$ cat config.mk
export PLATFORM = sky130hd
export DESIGN_NAME = spi_port
export DESIGN_NICKNAME = d
export VERILOG_FILES = /design/src/rtl/spi_port_pkg.sv /design/src/rtl/spi_sync.sv /design/src/rtl/spi_sck_gen.sv /design/src/rtl/spi_shift_eng.sv /design/src/rtl/spi_port.sv
export SDC_FILE = /design/constraint.sdc
export NUM_CORES = 1
export LEC_CHECK = 0
export BUFFER_PORTS_ARGS = -buffer_cell sky130_fd_sc_hd__buf_2
export CAP_MARGIN = 20
export CELL_PAD_IN_SITES_DETAIL_PLACEMENT = 1
export CELL_PAD_IN_SITES_GLOBAL_PLACEMENT = 1
export CORE_ASPECT_RATIO = 0.6
export CORE_MARGIN = 5
export CORE_UTILIZATION = 35
export CTS_BUF_LIST = sky130_fd_sc_hd__clkbuf_16
export DETAILED_ROUTE_END_ITERATION = 12
export MAX_ROUTING_LAYER = met4
export PLACE_DENSITY_LB_ADDON = 0.1
export SLEW_MARGIN = 30
export SYNTH_ARGS = -nofsm -noshare
export SYNTH_HDL_FRONTEND = slang
export SYNTH_HIERARCHICAL = 1
export SYNTH_SLANG_ARGS = --single-unit
$ cat constraint.sdc
create_clock -name clk -period 4 [get_ports clk]
set_clock_uncertainty 0.15 [all_clocks]
set_input_delay 0.8 -clock clk [delete_from_list [all_inputs] [get_ports clk]]
set_output_delay 0.8 -clock clk [all_outputs]
set_load 0.005 [all_outputs]
$ cat src/rtl/spi_port_pkg.sv
// Shared definitions for the SPI port: control register field positions
// and the mode code encoding. Assumes an 8-bit control register layout.
package spi_port_pkg;

    localparam int CTRL_EN   = 0;
    localparam int CTRL_CES  = 1;
    localparam int CTRL_BUSY = 2;
    localparam int CTRL_SDOC = 3;
    localparam int CTRL_OVF  = 4;
    localparam int RATE_LSB  = 5;
    localparam int RATE_W    = 3;

    typedef enum logic [RATE_W-1:0] {
        RATE_DIV2     = 3'd0,
        RATE_DIV4     = 3'd1,
        RATE_DIV8     = 3'd2,
        RATE_DIV16    = 3'd3,
        RATE_DIV32    = 3'd4,
        RATE_TIMER    = 3'd5,
        RATE_SLV_SEL  = 3'd6,
        RATE_SLV_FREE = 3'd7
    } rate_e;

    // True for the two slave mode codes.
    function automatic logic is_slave(input rate_e r);
        return (r == RATE_SLV_SEL) || (r == RATE_SLV_FREE);
    endfunction

endpackage

$ cat src/rtl/spi_sync.sv
// Multi-stage synchroniser for a small bundle of asynchronous pins.
// Assumes each bit is independent (no bundled-data coherence needed).
module spi_sync #(
    parameter int              W       = 2,
    parameter int              STAGES  = 2,
    parameter logic [W-1:0]    RST_VAL = '0
) (
    input  logic         clk,
    input  logic         rst_n,
    input  logic [W-1:0] din,
    output logic [W-1:0] dout
);

    logic [STAGES-1:0][W-1:0] st;

    generate
        if (STAGES == 1) begin : g_single
            // Single flop capture of the pins.
            always_ff @(posedge clk) begin
                if (!rst_n) st <= RST_VAL;
                else        st <= din;
            end
        end else begin : g_chain
            // Shift chain: new sample enters at stage 0.
            always_ff @(posedge clk) begin
                if (!rst_n) st <= {STAGES{RST_VAL}};
                else        st <= {st[STAGES-2:0], din};
            end
        end
    endgenerate

    assign dout = st[STAGES-1];

endmodule

$ cat src/rtl/spi_sck_gen.sv
// Master SCK toggle generator. Emits a one-cycle toggle request either
// every 2^code system clocks (codes 0..4) or on each timer tick (code 5).
// Assumes PRE_W is wide enough to hold the largest divider minus one.
module spi_sck_gen
    import spi_port_pkg::*;
#(
    parameter int PRE_W = 5
) (
    input  logic  clk,
    input  logic  rst_n,
    input  logic  run,
    input  rate_e rate,
    input  logic  tmr_tick,
    output logic  toggle
);

    logic [PRE_W-1:0] cnt;
    logic [PRE_W-1:0] term;

    // Terminal count of the divider for the current mode code.
    always_comb term = PRE_W'((32'd1 << rate) - 32'd1);

    // Toggle request from the divider or from the timer tick.
    always_comb begin
        if (!run)                   toggle = 1'b0;
        else if (rate == RATE_TIMER) toggle = tmr_tick;
        else                        toggle = (cnt == term);
    end

    // Divider counter, restarted on every toggle and while idle.
    always_ff @(posedge clk) begin
        if (!rst_n)                        cnt <= '0;
        else if (!run || toggle)           cnt <= '0;
        else if (rate != RATE_TIMER)       cnt <= cnt + 1'b1;
    end

endmodule

$ cat src/rtl/spi_shift_eng.sv
// Byte shift engine shared by master and slave. A lead pulse drives the
// next MSB onto the output, a trail pulse samples the input and counts.
// Assumes lead and trail pulses alternate, starting with lead.
module spi_shift_eng #(
    parameter int DW = 8
) (
    input  logic          clk,
    input  logic          rst_n,
    input  logic          clr,
    input  logic          lead,
    input  logic          trail,
    input  logic          load,
    input  logic [DW-1:0] load_data,
    input  logic          sdi,
    output logic          sdo_bit,
    output logic          active,
    output logic          done,
    output logic [DW-1:0] rx_next
);

    localparam int CNT_W = $clog2(DW);

    logic [DW-1:0]    sh;
    logic [CNT_W-1:0] cnt;

    assign rx_next = {sh[DW-2:0], sdi};
    assign done    = trail && (cnt == CNT_W'(DW - 1));

    // Shift register: sample on trail, parallel load otherwise.
    always_ff @(posedge clk) begin
        if (!rst_n)     sh <= '0;
        else if (trail) sh <= rx_next;
        else if (load)  sh <= load_data;
    end

    // Bit counter, cleared when the port is disabled.
    always_ff @(posedge clk) begin
        if (!rst_n || clr) cnt <= '0;
        else if (done)     cnt <= '0;
        else if (trail)    cnt <= cnt + 1'b1;
    end

    // Output bit register, updated on each leading edge.
    always_ff @(posedge clk) begin
        if (!rst_n)    sdo_bit <= 1'b0;
        else if (lead) sdo_bit <= sh[DW-1];
    end

    // In-byte flag: set by the first lead, cleared at byte end.
    always_ff @(posedge clk) begin
        if (!rst_n || clr) active <= 1'b0;
        else if (done)     active <= 1'b0;
        else if (lead)     active <= 1'b1;
    end

endmodule

$ cat src/rtl/spi_port.sv
// Top of the SPI port: control and data registers, master/slave edge
// selection, receive buffer with slave overflow, pin enables.
// Assumes DW >= 8 and, in slave mode, clk at least 4x the SCK rate.
module spi_port
    import spi_port_pkg::*;
#(
    parameter int DW          = 8,
    parameter int PRE_W       = 5,
    parameter int SYNC_STAGES = 2
) (
    input  logic          clk,
    input  logic          rst_n,
    input  logic          reg_wr,
    input  logic          reg_rd,
    input  logic          reg_addr,
    input  logic [DW-1:0] reg_wdata,
    output logic [DW-1:0] reg_rdata,
    input  logic          sck_in,
    output logic          sck_out,
    output logic          sck_oe,
    input  logic          sdi,
    output logic          sdo,
    output logic          sdo_oe,
    input  logic          ss_n,
    input  logic          tmr_tick,
    output logic          byte_done
);

    localparam logic [1:0] SYNC_RST = 2'b01;  // {sck, ss_n}

    logic          en_q, ces_q, busy_q, sdoc_q, ovf_q;
    rate_e         rate_q;
    logic [DW-1:0] rx_buf_q;
    logic          rx_full_q;
    logic          sck_q, sck_d, byte_done_q;

    logic          ctrl_wr, data_wr, data_rd, en_nxt;
    logic          slave, run, toggle;
    logic          sck_s, ss_s, ss_ok, s_go, s_rise, s_fall;
    logic          lead, trail, done, active, sdo_bit, set_ovf;
    logic [DW-1:0] rx_next;
    logic [1:0]    sync_out;

    // Register strobes decoded from the simple access port.
    always_comb begin
        ctrl_wr = reg_wr && !reg_addr;
        data_wr = reg_wr &&  reg_addr;
        data_rd = reg_rd &&  reg_addr;
        en_nxt  = ctrl_wr ? reg_wdata[CTRL_EN] : en_q;
    end

    assign slave = is_slave(rate_q);
    assign run   = en_q && !slave && busy_q;

    spi_sync #(.W(2), .STAGES(SYNC_STAGES), .RST_VAL(SYNC_RST)) u_sync (
        .clk  (clk),
        .rst_n(rst_n),
        .din  ({sck_in, ss_n}),
        .dout (sync_out)
    );
    assign sck_s = sync_out[1];
    assign ss_s  = sync_out[0];

    spi_sck_gen #(.PRE_W(PRE_W)) u_sck_gen (
        .clk     (clk),
        .rst_n   (rst_n),
        .run     (run),
        .rate    (rate_q),
        .tmr_tick(tmr_tick),
        .toggle  (toggle)
    );

    // Slave edge detection and master edge classification.
    always_comb begin
        ss_ok  = (rate_q != RATE_SLV_SEL) || !ss_s;
        s_go   = en_q && slave && ss_ok;
        s_rise = sck_s && !sck_d;
        s_fall = !sck_s && sck_d;
        if (slave) begin
            lead  = s_go && (ces_q ? s_fall : s_rise);
            trail = s_go && (ces_q ? s_rise : s_fall);
        end else begin
            lead  = toggle && (sck_q == ces_q);
            trail = toggle && (sck_q != ces_q);
        end
    end

    spi_shift_eng #(.DW(DW)) u_shift (
        .clk      (clk),
        .rst_n    (rst_n),
        .clr      (!en_q),
        .lead     (lead),
        .trail    (trail),
        .load     (data_wr && !active),
        .load_data(reg_wdata),
        .sdi      (sdi),
        .sdo_bit  (sdo_bit),
        .active   (active),
        .done     (done),
        .rx_next  (rx_next)
    );

    assign set_ovf = done && slave && rx_full_q && !data_rd;

    // Control register fields, busy handshake and sticky overflow.
    always_ff @(posedge clk) begin
        if (!rst_n) begin
            en_q   <= 1'b0;
            ces_q  <= 1'b0;
            sdoc_q <= 1'b0;
            rate_q <= RATE_DIV2;
            ovf_q  <= 1'b0;
            busy_q <= 1'b0;
        end else begin
            if (ctrl_wr) begin
                en_q   <= reg_wdata[CTRL_EN];
                ces_q  <= reg_wdata[CTRL_CES];
                sdoc_q <= reg_wdata[CTRL_SDOC];
                rate_q <= rate_e'(reg_wdata[RATE_LSB +: RATE_W]);
            end
            ovf_q <= set_ovf || (ctrl_wr ? (ovf_q && reg_wdata[CTRL_OVF]) : ovf_q);
            if (!en_nxt || done)                      busy_q <= 1'b0;
            else if (ctrl_wr && reg_wdata[CTRL_BUSY]) busy_q <= 1'b1;
        end
    end

    // Receive buffer: load at byte end unless overflow, freed by a read.
    always_ff @(posedge clk) begin
        if (!rst_n) begin
            rx_buf_q  <= '0;
            rx_full_q <= 1'b0;
        end else if (done && !set_ovf) begin
            rx_buf_q  <= rx_next;
            rx_full_q <= 1'b1;
        end else if (data_rd) begin
            rx_full_q <= 1'b0;
        end
    end

    // Master SCK level: parked at idle unless a byte is running.
    always_ff @(posedge clk) begin
        if (!rst_n)      sck_q <= 1'b0;
        else if (!run)   sck_q <= ces_q;
        else if (toggle) sck_q <= !sck_q;
    end

    // Previous synchronised SCK for edge detection; byte-done pulse.
    always_ff @(posedge clk) begin
        if (!rst_n) begin
            sck_d       <= 1'b0;
            byte_done_q <= 1'b0;
        end else begin
            sck_d       <= sck_s;
            byte_done_q <= done;
        end
    end

    // Pin drivers and register read mux.
    always_comb begin
        sck_out   = sck_q;
        sck_oe    = en_q && !slave;
        sdo       = active ? sdo_bit : !sdoc_q;
        sdo_oe    = en_q && (!slave || ss_ok);
        byte_done = byte_done_q;
        if (reg_addr) reg_rdata = rx_buf_q;
        else          reg_rdata = DW'({rate_q, ovf_q, sdoc_q, busy_q, ces_q, en_q});
    end

endmodule

==> results of run 1 <==
[power groups by stage]
stage	logic (mW)	registers (mW)	clock network, mW
floorplan	0.0927	0.447	0
global placement	0.117	0.452	0
detailed placement	0.117	0.453	0
CTS	0.118	0.443	0.400
global route	0.128	0.445	0.420
finish	0.118	0.444	0.386
[sequential cells by signal, summed over array words and instances, names as in the netlist, 2 cells and up]
register	flops
u_shift/sh	8
u_sync/st	2
u_sck_gen/cnt	5
rate_q	3
rx_buf_q	8
u_shift/cnt	3
u_sync/dout	2
[layout by cell type, fill, tap and decap left out, types with 5 or more instances in the layout]
master / instances
nor3_1: 7
dfxtp_1: 42
mux2i_1: 8
mux2_2: 6
clkbuf_16: 5
nand3b_1: 12
o211a_1: 9
nand4b_1: 8
buf_4: 14
nor2b_1: 9
nand4_1: 29
xor2_1: 5
nand2_1: 8
buf_2: 29
and2_1: 6
nand2b_1: 15
mux2_4: 8
[per-layer routing]
metal / vias up / share of wire / global-route usage
met5: - / 0 / -
met4: 0 / 0.012 / 0.0534
met3: 7 / 0.043 / 0.0374
met2: 42 / 0.38 / 0.206
met1: 937 / 0.57 / 0.244
li1: 963 / - / -
[cell families after synthesis]
family                     Yosys count
muxes                               22
and+or+nand+nor                    109
buffers and inverters               33
adders and majority gates            4
AOI/OAI and AO/OA                   33
DFF                                 42
xor gates and xnor gates             8
[area by class of cell]
type	count	area share
Sequential cell	42	0.308
Multi-Input combinational cell	176	0.498
Clock inverter	3	0.00412
Tap cell	87	0.0398
Inverter	4	0.00549
Clock buffer	5	0.0458
Timing Repair Buffer	44	0.0989
[worst max-delay path: stages (launching register included)]
cell and delay, ns:
dfxtp_1 0.37, or3_1 0.39, ha_1 0.26, or4b_1 0.53, o311ai_1 0.11, xor2_1 0.16, a2111oi_4 0.35, o21a_1 0.20
buf_4 0.13, a31oi_1 0.09, a32oi_2 0.25, buf_12 0.19, or3b_1 0.36, a21oi_1 0.15
[worst min-delay path by stage]
stage                                 start                   endpoint
global route        u_sync/st[0]$_SDFF_PN1_  u_sync/dout[0]$_SDFF_PN1_
floorplan           u_sync/st[0]$_SDFF_PN1_  u_sync/dout[0]$_SDFF_PN1_
global placement    u_sync/st[0]$_SDFF_PN1_  u_sync/dout[0]$_SDFF_PN1_
finish              u_sync/st[0]$_SDFF_PN1_  u_sync/dout[0]$_SDFF_PN1_
detailed placement  u_sync/st[0]$_SDFF_PN1_  u_sync/dout[0]$_SDFF_PN1_
CTS                 u_sync/st[0]$_SDFF_PN1_  u_sync/dout[0]$_SDFF_PN1_
[what timing repair did]
item	in CTS	in global routing
gates resized for setup	0	2
setup buffers	0	3
setup endpoints to repair	0	10
==> metrics.yaml, run 1 <==
synthesis:
  synth-compound-area-share: 0.113
  synthFlopType: "dfxtp_1"
  avgSynthCellArea_um2: 9.53
  synth_common_cells: "dfxtp_1 (42), nand4_1 (29), nand2b_1 (15), buf_4 (14), nand3b_1 (12)"
  synth.top_cell.area_share: 0.351
  synth_edf_count: 0
  synth.most_common_cell: "dfxtp_1"
  synth_top_family_by_area: "simple AND/OR/NAND/NOR gates"
  yosys.area.top_type: "dfxtp_1"
  synth_fa_ha_area_frac: 0.0209
  syn-instance-count: 251
  ys.warnings.count: 6
  synth_area_mm2: 0.00239
  ys_seq_area_frac: 0.351
  synth-simple-area-share: 0.290
  synthArstFlopShare: 0
  synthXorXnorAreaFrac: 0.0293
  synth_cell_types: 44
  synthMuxAreaShare: 0.112
  synth_fp_nets: 272
  yosys-top-cells-area: "dfxtp_1 (35%), nand4_1 (7.6%), mux2_4 (5.0%)"
  ys_seq_elements: 42
routing:
  vias: 1949
  drtPass1Iterations: 4
  avgRoutedWirePerCell_um: 18.0
  viasPerCell: 5.40
  wirelength_um: 6480
  route.detailed.drc: 0
  drtIter0Drc: 129
  postRouteAntennaNets: 0
critical_path:
  r2r-start: "rate_q[1]$_SDFFE_PN0N_"
  critPathCapture: "u_shift/cnt[0]$_SDFFE_PP0P_"
  worst-endpoint-required_ns: 4.06
  crit_fanout: 22
  setup.worst_path.start: "rate_q[1]$_SDFFE_PN0N_"
  path_class: "reg -> reg"
  startpoint_type: "flip-flop"
  critPathCaptureType: "flip-flop"
  reg2reg_slack_ns: 0.24
  reg2reg_depth: 13
  r2r-end: "u_shift/cnt[0]$_SDFFE_PP0P_"
  cp.arrival_ns: 3.83
power_and_ir_drop:
  p_int_mw: 0.714
  power.total_mw: 0.948
  pwr-share-seq: 0.468
  p_leak_nw: 1.19
  p_clk_frac: 0.407
  ir_drop_v: 0.000223
  p_sw_frac: 0.246
  p_comb_frac: 0.125
  p_sw_mw: 0.234
  pwr_density_cell_mw_per_mm2: 347
flow_run:
  cap_violations: 0
clock_tree:
  cts_sinks: 42
  clk_pin_slew_ns: 0.06
  cts-root-buf: "clkbuf_16"
  cts_tree: "done"
  clock_path_buffers: 2
  h-tree-depth: 2
  numCtsBuffers: 5
  cts_hold_buf: 0
  worstSkewPairLatency_ns: 0.29
placed_design:
  portBuffers: 29
  dpl-instance-area_mm2: 0.00256
  place_congestion: 0.727
  post-place-ws_ns: 0.181
  dp_hpwl_um: 4560
  dp.cells: 350
cells_and_area:
  design_area_mm2: 0.00273
  drive_gt1_frac: 0.245
  diodes: 0
  fillers: 771
  area_growth_pct: 14.3
  regArea_um2: 841
  utilization: 0.411
  final_nets: 294
  stdcell_count: 361
  multi_input_area_mm2: 0.00136
min_path:
  hold_depth: 1
  min_path_type: "reg -> reg"
outcome:
  outcome: "finished, final reports clean"
grt:
  antenna_found_initial: 0
  grt_max_degree: 32
  grt_overflow: 0
  grt_pass1_wl_um: 10300
  grt_pass1_vias: 1893
  track_usage: 0.162
sta:
  rsz0062_at_grt: "no"
  fin_ws_ns: 0.238
  clock.fmax_mhz: 266
  finalSetupViolCount: 0
  min_period_ns: 3.76
  worstMarginPinSlew_ns: 0.591
  post-route-period-util: 0.941
  slew_viol_final: 0
  tns_ns: 0
  maxSlewHeadroom: 0.606
  holdWs_ns: 0.259
  hold_viol_final: 0
floorplanning:
  die_height_um: 74.0
  ios: 30
  initial_core_util: 0.360
  die_w_um: 117
  die-area_mm2: 0.00864
  coreArea_mm2: 0.00665
  rows: 23
Power figures use the tool's default switching activity.
==> inputs of run 2 (changes only) <==
--- a/config.mk
+++ b/config.mk
@@ -5,7 +5,7 @@
 export SDC_FILE = /design/constraint.sdc
 export NUM_CORES = 1
 export LEC_CHECK = 0
-export BUFFER_PORTS_ARGS = -buffer_cell sky130_fd_sc_hd__buf_2
+export BUFFER_PORTS_ARGS = -buffer_cell sky130_fd_sc_hd__clkbuf_2
 export CAP_MARGIN = 20
 export CELL_PAD_IN_SITES_DETAIL_PLACEMENT = 1
 export CELL_PAD_IN_SITES_GLOBAL_PLACEMENT = 1
==> run 2 against run 1 <==
  * Via count decreased by 1.7%
  * Worst setup slack got worse by 0.013 ns
  * Sequential share of layout area is 0.11 points higher
  * Clock power shrank 2%
  * Sequential power about the same
  * First-iteration DRC count fell by 17%
  * Critical endpoint unchanged
==> metrics.yaml, run 2 (synthesized netlist as in run 1, its figures left out) <==
outcome:
  outcome: "finished, final reports clean"
floorplanning:
  coreArea_mm2: 0.00665
  die_w_um: 117
  die-area_mm2: 0.00864
  ios: 30
  rows: 23
  initial_core_util: 0.360
  die_height_um: 74.0
critical_path:
  worst-endpoint-required_ns: 4.06
  cp_num_cells: 12
  path_class: "reg -> reg"
  max_stage_delay_ns: 0.53
  startpoint_type: "flip-flop"
  cp_cell_sequence: "or3_1, ha_1, or4b_1, o311ai_1, xor2_1, a2111oi_4, o21a_1, nand3b_1, a32oi_2, buf_12, or3b_1, a21oi_1"
  cp.arrival_ns: 3.84
  critPathCaptureType: "flip-flop"
  crit_fanout: 22
  critPathSlowestCell: "or4b_1"
  reg2reg_depth: 12
  path_buf_inv: 1
  cp_top_family: "simple AND/OR/NAND/NOR gates"
cells_and_area:
  mostFrequentLayoutCells: "dfxtp_1 (42), nand4_1 (29), clkbuf_2 (29)"
  drive_gt1_frac: 0.240
  final_nets: 292
  layout_commonest_cell: "dfxtp_1"
  area_growth_pct: 13.9
  diodes: 0
  reg_top3: "rx_buf_q: 8 flops, u_shift/sh: 8 flops, u_sck_gen/cnt: 5 flops"
power_and_ir_drop:
  power.total_mw: 0.939
  pwr_density_cell_mw_per_mm2: 345
  ir_drop_v: 0.000154
  p_leak_nw: 1.19
clock_tree:
  cts_hold_buf: 0
  h-tree-depth: 2
  clock_path_buffers: 2
  cts-root-buf: "clkbuf_16"
  numCtsBuffers: 5
  cts_sinks: 42
  worstSkewPairLatency_ns: 0.28
  clk_pin_slew_ns: 0.06
  cts_tree: "done"
routing:
  viasPerCell: 5.35
  postRouteAntennaNets: 0
  drtPass1Iterations: 4
  avgRoutedWirePerCell_um: 18.1
  wirelength_um: 6480
  route.detailed.drc: 0
  drtIter0Drc: 107
  vias: 1916
flow_run:
  cap_violations: 0
min_path:
  min_path_type: "reg -> reg"
  hold_depth: 1
placed_design:
  place_congestion: 0.745
  dp_hpwl_um: 4660
  portBuffers: 29
grt:
  track_usage: 0.163
  grt_max_degree: 33
  grt_pass1_vias: 1943
  antenna_found_initial: 0
  grt_overflow: 0
  grt_pass1_wl_um: 10400
sta:
  clock.fmax_mhz: 265
  hold_viol_final: 0
  maxSlewHeadroom: 0.615
  slew_viol_final: 0
  holdWs_ns: 0.261
  post-route-period-util: 0.944
  worstMarginPinSlew_ns: 0.578
  finalSetupViolCount: 0
  min_period_ns: 3.78
==> run 2: cell count changes in the layout (fill, tap and decap cells not counted), sizes merged <==
| cell | delta |
|---|---|
| inv | +2 |
| clkinv | -3 |
| clkbuf | +29 |
| buf | -31 |
==> run 2: what timing repair did <==
item	4_1_cts	5_1_grt
setup buffers	0	1
hold endpoints to repair	0	0
setup endpoints to repair	0	10
gates resized for setup	0	4
==> run 2: layer usage <==
metal  up-vias  GRT usage  share of wire
met4         0     0.0433         0.0091
met1       923      0.242           0.55
met5         -          -              0
li1        948          -              -
met3         6     0.0374          0.045
met2        39      0.220           0.40
==> run 2: through the flow <==
step / utilization / worst slack [ns] / instances / instance area, um2 / setup TNS (ns)
final: 0.410 / 0.225 / 358 / 2720 / 0
after global routing: 0.410 / -0.00501 / 358 / 2720 / -0.00501
after CTS: 0.406 / 0.118 / 357 / 2700 / 0
after detailed placement: 0.386 / 0.147 / 350 / 2560 / 0
after global placement: 0.386 / 0.323 / 350 / 2560 / 0
after floorplan: - / 0.0171 / 251 / 2390 / 0
==> run 2: worst paths after layout <==
kind / startpoint / to / slack, ns
hold / removal: u_sync/st[0]$_SDFF_PN1_ / u_sync/dout[0]$_SDFF_PN1_ / 0.26
setup / recovery: rate_q[1]$_SDFFE_PN0N_ / u_shift/cnt[0]$_SDFFE_PP0P_ / 0.22
hold reg to reg: u_sync/st[0]$_SDFF_PN1_ / u_sync/dout[0]$_SDFF_PN1_ / 0.26
setup reg to reg: rate_q[1]$_SDFFE_PN0N_ / u_shift/cnt[0]$_SDFFE_PP0P_ / 0.22
==> run 2: cell type report <==
type,instances,area [um2]
inverters,4,15.0
repair buffers,42,259
well taps,87,109
fillers,760,3920
multi-input cells,176,1370
flip-flops and latches,42,841
clock buffers,5,125
clock inverters,2,7.51
==> run 2: report_power, final <==
| part | leakage, nW | switching, mW | internal (mW) | total [mW] |
|---|---|---|---|---|
| logic | 0.772 | 0.0589 | 0.0589 | 0.118 |
| registers | 0.341 | 0.0130 | 0.431 | 0.444 |
| clock network | 0.0723 | 0.154 | 0.223 | 0.377 |
